==> src/rtl/dfs_pkg.sv <==
package dfs_pkg;

  typedef enum logic [2:0] {
    ST_IDLE,
    ST_LEAD,
    ST_SCK_HI,
    ST_SCK_LO,
    ST_TRAIL,
    ST_GAP,
    ST_LSETUP,
    ST_LPULSE
  } dfs_state_e;

  function automatic int unsigned max2(input int unsigned a, input int unsigned b);
    return (a > b) ? a : b;
  endfunction

endpackage

==> src/rtl/dfs_interval_timer.sv <==
module dfs_interval_timer #(
  parameter int unsigned CNT_W = 4
) (
  input  logic             clk,
  input  logic             rst_n,
  input  logic             load,
  input  logic [CNT_W-1:0] load_val,
  output logic             expired
);

  logic [CNT_W-1:0] cnt_q;
  logic [CNT_W-1:0] cnt_d;

  always_comb begin
    cnt_d = cnt_q;
    if (load) begin
      cnt_d = load_val;
    end else if (cnt_q != '0) begin
      cnt_d = cnt_q - CNT_W'(1);
    end
  end

  always_ff @(posedge clk or negedge rst_n) begin
    if (!rst_n) begin
      cnt_q <= '0;
    end else begin
      cnt_q <= cnt_d;
    end
  end

  assign expired = (cnt_q == '0);

endmodule

==> src/rtl/dfs_frame_shifter.sv <==
module dfs_frame_shifter #(
  parameter int unsigned FRAME_W = 16
) (
  input  logic               clk,
  input  logic               rst_n,
  input  logic               load,
  input  logic [FRAME_W-1:0] frame,
  input  logic               shift,
  output logic               msb,
  output logic               last_bit
);

  localparam int unsigned BW = $clog2(FRAME_W + 1);

  logic [FRAME_W-1:0] sreg_q, sreg_d;
  logic [BW-1:0]      left_q, left_d;

  always_comb begin
    sreg_d = sreg_q;
    left_d = left_q;
    if (load) begin
      sreg_d = frame;
      left_d = BW'(FRAME_W);
    end else if (shift) begin
      sreg_d = {sreg_q[FRAME_W-2:0], 1'b0};
      left_d = left_q - BW'(1);
    end
  end

  always_ff @(posedge clk or negedge rst_n) begin
    if (!rst_n) begin
      sreg_q <= '0;
      left_q <= '0;
    end else begin
      sreg_q <= sreg_d;
      left_q <= left_d;
    end
  end

  assign msb      = sreg_q[FRAME_W-1];
  assign last_bit = (left_q == BW'(1));

endmodule

==> src/rtl/dac_frame_sender.sv <==
module dac_frame_sender #(
  parameter int unsigned CODE_W          = 12,
  parameter int unsigned SCK_HALF_CYC    = 2,
  parameter int unsigned LEAD_CYC        = 2,
  parameter int unsigned TRAIL_CYC       = 1,
  parameter int unsigned CS_HIGH_CYC     = 1,
  parameter int unsigned LATCH_SETUP_CYC = 2,
  parameter int unsigned LATCH_WIDTH_CYC = 5
) (
  input  logic              clk,
  input  logic              rst_n,
  input  logic              req_valid,
  output logic              req_ready,
  input  logic              req_chan_b,
  input  logic              req_unity,
  input  logic              req_enable,
  input  logic              req_sync,
  input  logic [CODE_W-1:0] req_code,
  output logic              cs_n,
  output logic              sclk,
  output logic              sdo,
  output logic              latch_n
);

  import dfs_pkg::*;

  localparam int unsigned FRAME_W = CODE_W + 4;
  localparam int unsigned MAX_CYC = max2(max2(max2(SCK_HALF_CYC, LEAD_CYC), max2(TRAIL_CYC, CS_HIGH_CYC)),
                                         max2(LATCH_SETUP_CYC, LATCH_WIDTH_CYC));
  localparam int unsigned CNT_W   = $clog2(MAX_CYC + 1);

  // reset: asynchronous assertion, synchronous release
  logic [1:0] rst_sync_q;
  logic       rst_core_n;

  always_ff @(posedge clk or negedge rst_n) begin
    if (!rst_n) begin
      rst_sync_q <= 2'b00;
    end else begin
      rst_sync_q <= {rst_sync_q[0], 1'b1};
    end
  end
  assign rst_core_n = rst_sync_q[1];

  dfs_state_e       state_q, state_d;
  logic             pend_q, pend_d;
  logic             due_q, due_d;
  logic             cs_n_q, sclk_q, latch_n_q;
  logic             cs_n_d, sclk_d, latch_n_d;

  logic             tmr_load;
  logic [CNT_W-1:0] tmr_val;
  logic             tmr_expired;
  logic             sh_load, sh_shift, sh_msb, sh_last;
  logic [FRAME_W-1:0] frame_word;

  assign frame_word = {req_chan_b, 1'b0, req_unity, req_enable, req_code};

  dfs_interval_timer #(.CNT_W(CNT_W)) u_timer (
    .clk      (clk),
    .rst_n    (rst_core_n),
    .load     (tmr_load),
    .load_val (tmr_val),
    .expired  (tmr_expired)
  );

  dfs_frame_shifter #(.FRAME_W(FRAME_W)) u_shifter (
    .clk      (clk),
    .rst_n    (rst_core_n),
    .load     (sh_load),
    .frame    (frame_word),
    .shift    (sh_shift),
    .msb      (sh_msb),
    .last_bit (sh_last)
  );

  // next-state logic
  always_comb begin
    state_d  = state_q;
    pend_d   = pend_q;
    due_d    = due_q;
    tmr_load = 1'b0;
    tmr_val  = '0;
    sh_load  = 1'b0;
    sh_shift = 1'b0;
    unique case (state_q)
      ST_IDLE: begin
        if (req_valid) begin
          state_d  = ST_LEAD;
          tmr_load = 1'b1;
          tmr_val  = CNT_W'(LEAD_CYC - 1);
          sh_load  = 1'b1;
          due_d    = !req_sync || pend_q;
          pend_d   = req_sync && !pend_q;
        end
      end
      ST_LEAD: begin
        if (tmr_expired) begin
          state_d  = ST_SCK_HI;
          tmr_load = 1'b1;
          tmr_val  = CNT_W'(SCK_HALF_CYC - 1);
        end
      end
      ST_SCK_HI: begin
        if (tmr_expired) begin
          tmr_load = 1'b1;
          if (sh_last) begin
            state_d = ST_TRAIL;
            tmr_val = CNT_W'(TRAIL_CYC - 1);
          end else begin
            state_d  = ST_SCK_LO;
            tmr_val  = CNT_W'(SCK_HALF_CYC - 1);
            sh_shift = 1'b1;
          end
        end
      end
      ST_SCK_LO: begin
        if (tmr_expired) begin
          state_d  = ST_SCK_HI;
          tmr_load = 1'b1;
          tmr_val  = CNT_W'(SCK_HALF_CYC - 1);
        end
      end
      ST_TRAIL: begin
        if (tmr_expired) begin
          state_d  = ST_GAP;
          tmr_load = 1'b1;
          tmr_val  = CNT_W'(CS_HIGH_CYC - 1);
        end
      end
      ST_GAP: begin
        if (tmr_expired) begin
          if (due_q) begin
            state_d  = ST_LSETUP;
            tmr_load = 1'b1;
            tmr_val  = CNT_W'(LATCH_SETUP_CYC - 1);
          end else begin
            state_d = ST_IDLE;
          end
        end
      end
      ST_LSETUP: begin
        if (tmr_expired) begin
          state_d  = ST_LPULSE;
          tmr_load = 1'b1;
          tmr_val  = CNT_W'(LATCH_WIDTH_CYC - 1);
        end
      end
      ST_LPULSE: begin
        if (tmr_expired) begin
          state_d = ST_IDLE;
        end
      end
      default: state_d = ST_IDLE;
    endcase
  end

  // output decode of the next state, registered below
  always_comb begin
    cs_n_d    = !((state_d == ST_LEAD) || (state_d == ST_SCK_HI) ||
                  (state_d == ST_SCK_LO) || (state_d == ST_TRAIL));
    sclk_d    = (state_d == ST_SCK_HI);
    latch_n_d = (state_d != ST_LPULSE);
  end

  always_ff @(posedge clk or negedge rst_core_n) begin
    if (!rst_core_n) begin
      state_q   <= ST_IDLE;
      pend_q    <= 1'b0;
      due_q     <= 1'b0;
      cs_n_q    <= 1'b1;
      sclk_q    <= 1'b0;
      latch_n_q <= 1'b1;
    end else begin
      state_q   <= state_d;
      pend_q    <= pend_d;
      due_q     <= due_d;
      cs_n_q    <= cs_n_d;
      sclk_q    <= sclk_d;
      latch_n_q <= latch_n_d;
    end
  end

  assign req_ready = (state_q == ST_IDLE);
  assign cs_n      = cs_n_q;
  assign sclk      = sclk_q;
  assign latch_n   = latch_n_q;
  assign sdo       = sh_msb;

endmodule

==> config.mk <==
export PLATFORM = sky130hd
export DESIGN_NAME = dac_frame_sender
export DESIGN_NICKNAME = d
export VERILOG_FILES = /design/src/rtl/dfs_pkg.sv /design/src/rtl/dfs_interval_timer.sv /design/src/rtl/dfs_frame_shifter.sv /design/src/rtl/dac_frame_sender.sv
export SDC_FILE = /design/constraint.sdc
export NUM_CORES = 1
export LEC_CHECK = 0
export ABC_AREA = 1
export ABC_CLOCK_PERIOD_IN_PS = 1400
export BUFFER_PORTS_ARGS = -buffer_cell sky130_fd_sc_hd__buf_2
export CAP_MARGIN = 20
export CORE_ASPECT_RATIO = 1.1
export CORE_UTILIZATION = 35
export DETAILED_ROUTE_END_ITERATION = 7
export PLACE_DENSITY_LB_ADDON = 0.3
export SETUP_SLACK_MARGIN = 0.05
export SYNTH_ARGS = -nofsm -noshare
export SYNTH_HDL_FRONTEND = slang
export SYNTH_SLANG_ARGS = --single-unit
export TNS_END_PERCENT = 30
==> constraint.sdc <==
create_clock -name clk -period 1.4 [get_ports clk]
set_clock_uncertainty 0.1 [all_clocks]
set_input_delay 0.14 -clock clk [delete_from_list [all_inputs] [get_ports clk]]
set_output_delay 0.14 -clock clk [all_outputs]
set_load 0.01 [all_outputs]
* Yosys cells after proc, flatten, opt, wreduce, memory -nomap -nowiden
Cells that the tools add are included.
Storage, ports and cells: input bits 19, register bits after elaboration 34, word-level logic and storage cells 74, output and inout port bits 5
Cells by class: reduce and logical (&&, ||, !) cells 16, multiplexer cells 33, equal/unequal tests 13, $add $sub $neg 2
Operator list (count):
- 3-bit 2-to-1 mux | 12
- 16-bit 2-to-1 mux | 2
- 3-bit one-hot mux with 7 select lines | 1
- 3-bit == test (second input constant) | 5
- 3-bit one-hot mux with 5 select lines | 1
- 1-bit 2-to-1 mux | 14
- 3-bit by 2-bit == test with 1-bit output (second input constant) | 4
- 5-bit 2-to-1 mux | 2
- 3-bit by 1-bit == test with 1-bit output (second input constant) | 2
- 3-bit logical NOT | 2
- 5-bit by 1-bit == test with 1-bit output (second input constant) | 1
- 5-bit OR reduction | 1
- 5-bit by 1-bit subtractor with 5-bit output (second input constant) | 1
- 1-bit logical OR | 4
- 2-bit nonzero test | 2
- 1-bit logical NOT | 3
- 3-bit inequality test (second input constant) | 1
- 1-bit one-hot mux with 3 select lines | 1
- 3-bit nonzero test | 1
- 3-bit by 1-bit subtractor with 3-bit output (second input constant) | 1
- 2-bit AND reduction | 1
- 2-bit OR reduction | 1
- 1-bit logical AND | 1

* Longest topological paths before layout
depth in word-level cells 9, mapped depth 12, gate-level depth less buffers 11

* Hierarchy
Synthesis repeated with hierarchy kept, for this count alone.
Second synthesis, totals: cell total of the unflattened synthesis 224, area, all modules 1850.5 um^2
By module, submodules not included:
- dfs_frame_shifter | sequential area each 525.5 um^2, times used 1, cells an instance 118, area an instance 1093.5 um^2
- dac_frame_sender | sequential area each 252.7 um^2, times used 1, cells an instance 74, area an instance 549.3 um^2
- dfs_interval_timer | sequential area each 75.1 um^2, times used 1, cells an instance 32, area an instance 207.7 um^2

* Least setup slack after synthesis
OpenSTA, ideal clock, no wires.
kind register to register, from register u_timer.cnt_q[0], to register cs_n_q, in the netlist cs_n, arrival 1.466 ns, cell stages (with the launch flop) 13, path buffers 1, library setup time 0.076 ns, clock period less this slack 1.642 ns, required time 1.224 ns, setup slack -0.242 ns, cells stage by stage dfrtp_1 > inv_1 > ha_1 > inv_1 > nor2_2 > buf_4 > nand3_1 > nand2_1 > nand2_1 > nor3_2 > nand2_1 > nand2_1 > nand2_1
Between the ends: word-level cells in the longest chain between the ends 8, elaborated cells between the ends (all ways) 16, those cells by class eq/ne (4); mux (7); reduce/logical (5)
Ends and longest elaborated chain:
- start: declaration | RTL line dfs_interval_timer.sv:11 | logic [CNT_W-1:0] cnt_q;
- start signal: assignment | RTL line dfs_interval_timer.sv:27 | cnt_q <= cnt_d;
- 3-bit logical NOT * | RTL line dfs_interval_timer.sv:31 | assign expired = (cnt_q == '0);
- 3-bit 2-to-1 mux, or another cell as far along | RTL line dac_frame_sender.sv:150 | if (tmr_expired) begin
- 3-bit one-hot mux with 7 select lines * | RTL line dac_frame_sender.sv:86 | unique case (state_q)
- 3-bit by 1-bit == test with 1-bit output or 3-bit by 2-bit == test with 1-bit output (tied branches) | RTL line dac_frame_sender.sv:160 | cs_n_d = !((state_d == ST_LEAD) || (state_d == ST_SCK_HI) ||
- 1-bit logical OR (2 in series) | RTL line dac_frame_sender.sv:160
- 1-bit logical OR * | RTL line dac_frame_sender.sv:161 | (state_d == ST_SCK_LO) || (state_d == ST_TRAIL));
- 1-bit logical NOT * | RTL line dac_frame_sender.sv:160
- via cs_n_d | RTL line dac_frame_sender.sv:49 | logic cs_n_d, sclk_d, latch_n_d;
- end signal: assignment | RTL line dac_frame_sender.sv:178 | cs_n_q <= cs_n_d;
- end: declaration | RTL line dac_frame_sender.sv:48 | logic cs_n_q, sclk_q, latch_n_q;
Mark *: on every way through the listed nets, which the timed path passes. The rest lies on a longest branch. A chain may end at the register's enable or synchronous reset.

* Worst setup path after layout
from register u_timer.cnt_q[0], to register u_timer.cnt_q[2]
Between the ends: word-level cells in the longest chain between the ends 4, elaborated cells between the ends (all ways) 11, those cells by class add/sub (1); mux (7); reduce/logical (3)
Ends and longest elaborated chain:
- 3-bit logical NOT | RTL line dfs_interval_timer.sv:31
- 3-bit 2-to-1 mux, or another cell as far along | RTL line dac_frame_sender.sv:143 | if (tmr_expired) begin
- 3-bit one-hot mux with 5 select lines or 1-bit one-hot mux with 3 select lines (tied branches) | RTL line dac_frame_sender.sv:86
- 3-bit 2-to-1 mux or 2-bit nonzero test (tied branches)
Parallel ways exist; a longest one is shown, timed or not. The select of a mux whose other input is x is not followed.

==> metrics.csv <==
stage,metric,value,unit
outcome,status,"finished, violations left",
outcome,violations,setup timing,
power,p_int,3.28,mW
die,start_util,37.4,%
setup_path,max_stage_delay,0.39,ns
power,clkPwrFrac,13.4,%
setup_path,worst_setup_path_end_kind,flop,
synthesis,ys_types,33,
clock_network,htreeDepth,2,
route,drt-initial-drc-count,38,
synthesis,synth_warnings,0,
sta,rsz0062_at_grt,true,
sta,fmax,0.613,GHz
route,ant_nets,0,
placed_design,gp_congestion,0.871,
sta,hold-worst-slack,0.0549,ns
placed_design,dp_hpwl,2600,um
placed_design,dpl_cell_area,2110,um^2
sta,timing.final.crit_share,117,%
setup_path,required,1.47,ns
placed_design,dp_slack,-0.273,ns
power,p_leak,1.21,nW
finish,fin_area,2600,um^2
synthesis,async_flop_share,100,%
global_route,grt_pass1_wl,6920,um
job,drv_cap,0,
power,combinationalPowerShare,56.8,%
global_route,grt_use_total,16.2,%
route,drcViolationCount,0,
finish,layout-area-overhead-vs-synth,46.4,%
route,drt_pre_antenna_iters,4,
setup_path,path_cells,inv_2 > ha_4 > inv_4 > nor2_4 > buf_4 > nand3_2 > nand2_2 > nand2_1 > o21ai_0 > inv_1,
clock_network,cts_tree,done,
global_route,globalRouteOverflowTotal,0,
synthesis,synthFlopType,dfrtp_1,
synthesis,seq_area_frac_synth,48.1,%
clock_network,clockBufferDepth,2,
sta,finalHoldViolCount,0,
setup_path,cp.arrival,1.71,ns
sta,setup_slack,-0.232,ns
route,wirelength,3960,um
route,vias_per_cell,4.88,
sta,finalSetupTns,-4.88,ns
die,io_pins,24,
power,p_sw,2.34,mW
synthesis,synth_top_area_cell,dfrtp_1,
die,core,4750,um^2
setup_path,crit_slowest_cell,dfrtp_1,
clock_network,cts-buffers-inserted,5,
finish,final_util,54.7,%
finish,final_nets,290,
sta,slew_violations,0,
die,dieArea,5360,um^2
die,die_w,69.9,um
synthesis,synthTopCellsByArea,"dfrtp_1 (45%), nand2_1 (8.0%), inv_1 (7.4%)",
die,rows,26,
clock_network,clockRootBuffer,clkbuf_8,
route,wl_per_cell,12.3,um
power,powerDensity,2160,nW/um^2
global_route,first_global_vias,1548,
clock_network,clock_latency,0.28,ns
route,vias,1577,
finish,drive_gt1_share,40.8,%
sta,finalSetupViolCount,32,
global_route,antenna_found_initial,0,
die,fp.dieH,76.7,um
power,seq_power_share,29.8,%
worst_hold_path,min_path_type,reg -> async,
synthesis,synth_top_area_share,45.1,%
clock_network,cts.clk_slew.worst_paths,0.07,ns
placed_design,port_buffers,23,
sta,fin_crit,1.63,ns
synthesis,synth_cells,198,
setup_path,worstSetupStartpointType,flop,
synthesis,yosysMostFrequentCell,nand2_1,
global_route,grt_max_degree,27,
synthesis,postSynthNetCount,222,
power,swShare,41.7,%
clock_network,cts.sinks,34,
power,power,5.62,mW
synthesis,netlist_area,1770,um^2
finish,fin_cells,323,
setup_path,crit_path_max_fanout,6,
power,ir_drop,1.05,mV
finish,num_antenna_cells,0,
setup_path,crit_type,reg -> reg,
synthesis,synth_edf_count,0,
synthesis,syn_avg_cell_area,8.96,um^2
synthesis,synth_seq_cells,34,
placed_design,dp_cells,292,
synthesis,synthTopCellsByCount,"nand2_1 (38), inv_1 (35), dfrtp_1 (32)",
-- power groups by stage --
stage          sequential (mW)  clock (mW)  combinational [mW]
5_1_grt                   1.72       0.822                3.57
4_1_cts                   1.68       0.778                3.05
2_1_floorplan             1.66           0                1.91
3_3_place_gp              1.67           0                2.57
6_report                  1.67       0.753                3.19
3_5_place_dp              1.68           0                2.59
-- cells by family (layout without fill, tap and decap cells) --
family | count (synthesis) | count (layout) | share of synthesized area (%)
AO/OA/AOI/OAI | 38 | 38 | 16.5
adder cells (fa/ha/maj) | 5 | 5 | 3.53
buffers and inverters | 44 | 111 | 11.3
flip-flops | 34 | 34 | 48.1
other | 1 | 1 | 0.211
AND/OR/NAND/NOR | 76 | 78 | 20.4
-- state kept, by name, indices dropped and copies added, names as in the netlist, 2 cells and up --
register	flops
u_shifter.sreg_q	16
u_shifter.left_q	5
state_q	3
u_timer.cnt_q	3
rst_sync_q	2
-- layer usage --
metal  track usage [%]  share of wire, %  wire length [um]
met5                 0                 0                 0
met4              4.80               1.1                45
met3              3.81               3.2               126
met2              28.0                50              1960
met1              19.8                46              1820
-- timing repair --
item / CTS / global route
cloned: 2 / 0
setup buffers: 3 / 2
hold endpoints to repair: 17 / 0
gates resized for setup: 35 / 10
endpoints found under the setup margin: 33 / 33
hold buffers: 16 / 0
pin swaps: 9 / 0
-- path summary, 6_finish.rpt --
check	start	to	slack [ns]	cells after the start
worst min-delay path	rst_sync_q[1]	u_shifter.sreg_q[13]	0.05	0
worst max register to register	u_timer.cnt_q[0]	u_timer.cnt_q[2]	-0.23	10
worst min register to register	rst_sync_q[1]	u_shifter.sreg_q[13]	0.05	0
min in group clk	req_sync	pend_q	0.06	3
worst max-delay path	u_timer.cnt_q[0]	u_timer.cnt_q[2]	-0.23	10
max in group asynchronous	rst_sync_q[1]	cs_n	0.61	1
-- placed cells by master, fill, tap and decap left out, types with 3 or more instances in the layout --
cell	n
a21oi_1	7
a21oi_2	3
buf_12	3
buf_2	23
buf_4	20
buf_6	4
clkbuf_8	6
dfrtp_1	31
dlygate4sd3_1	16
ha_1	4
inv_1	32
inv_2	3
nand2_1	32
nand2_2	6
nand3_1	10
nand3_2	4
nor2_1	6
nor2_2	3
nor2_4	3
o21ai_1	5
o21ai_2	3
o221ai_2	11
-- worst max-delay path: cells and delay by family (launching register included) --
kind	cells	cell delay, ns
flip-flops	1	0.39
AND/OR/NAND/NOR	4	0.48
AO/OA/AOI/OAI	1	0.07
buffers and inverters	4	0.32
adder cells (fa/ha/maj)	1	0.15
-- layout make-up --
class / count / area, um^2
Clock buffer: 7 / 86.3
Clock inverter: 1 / 5.00
Fill cell: 421 / 2150
Inverter: 37 / 144
Multi-Input combinational cell: 122 / 907
Sequential cell: 34 / 855
Tap cell: 56 / 70.1
Timing Repair Buffer: 66 / 531
(Power assumes the default switching activity.)
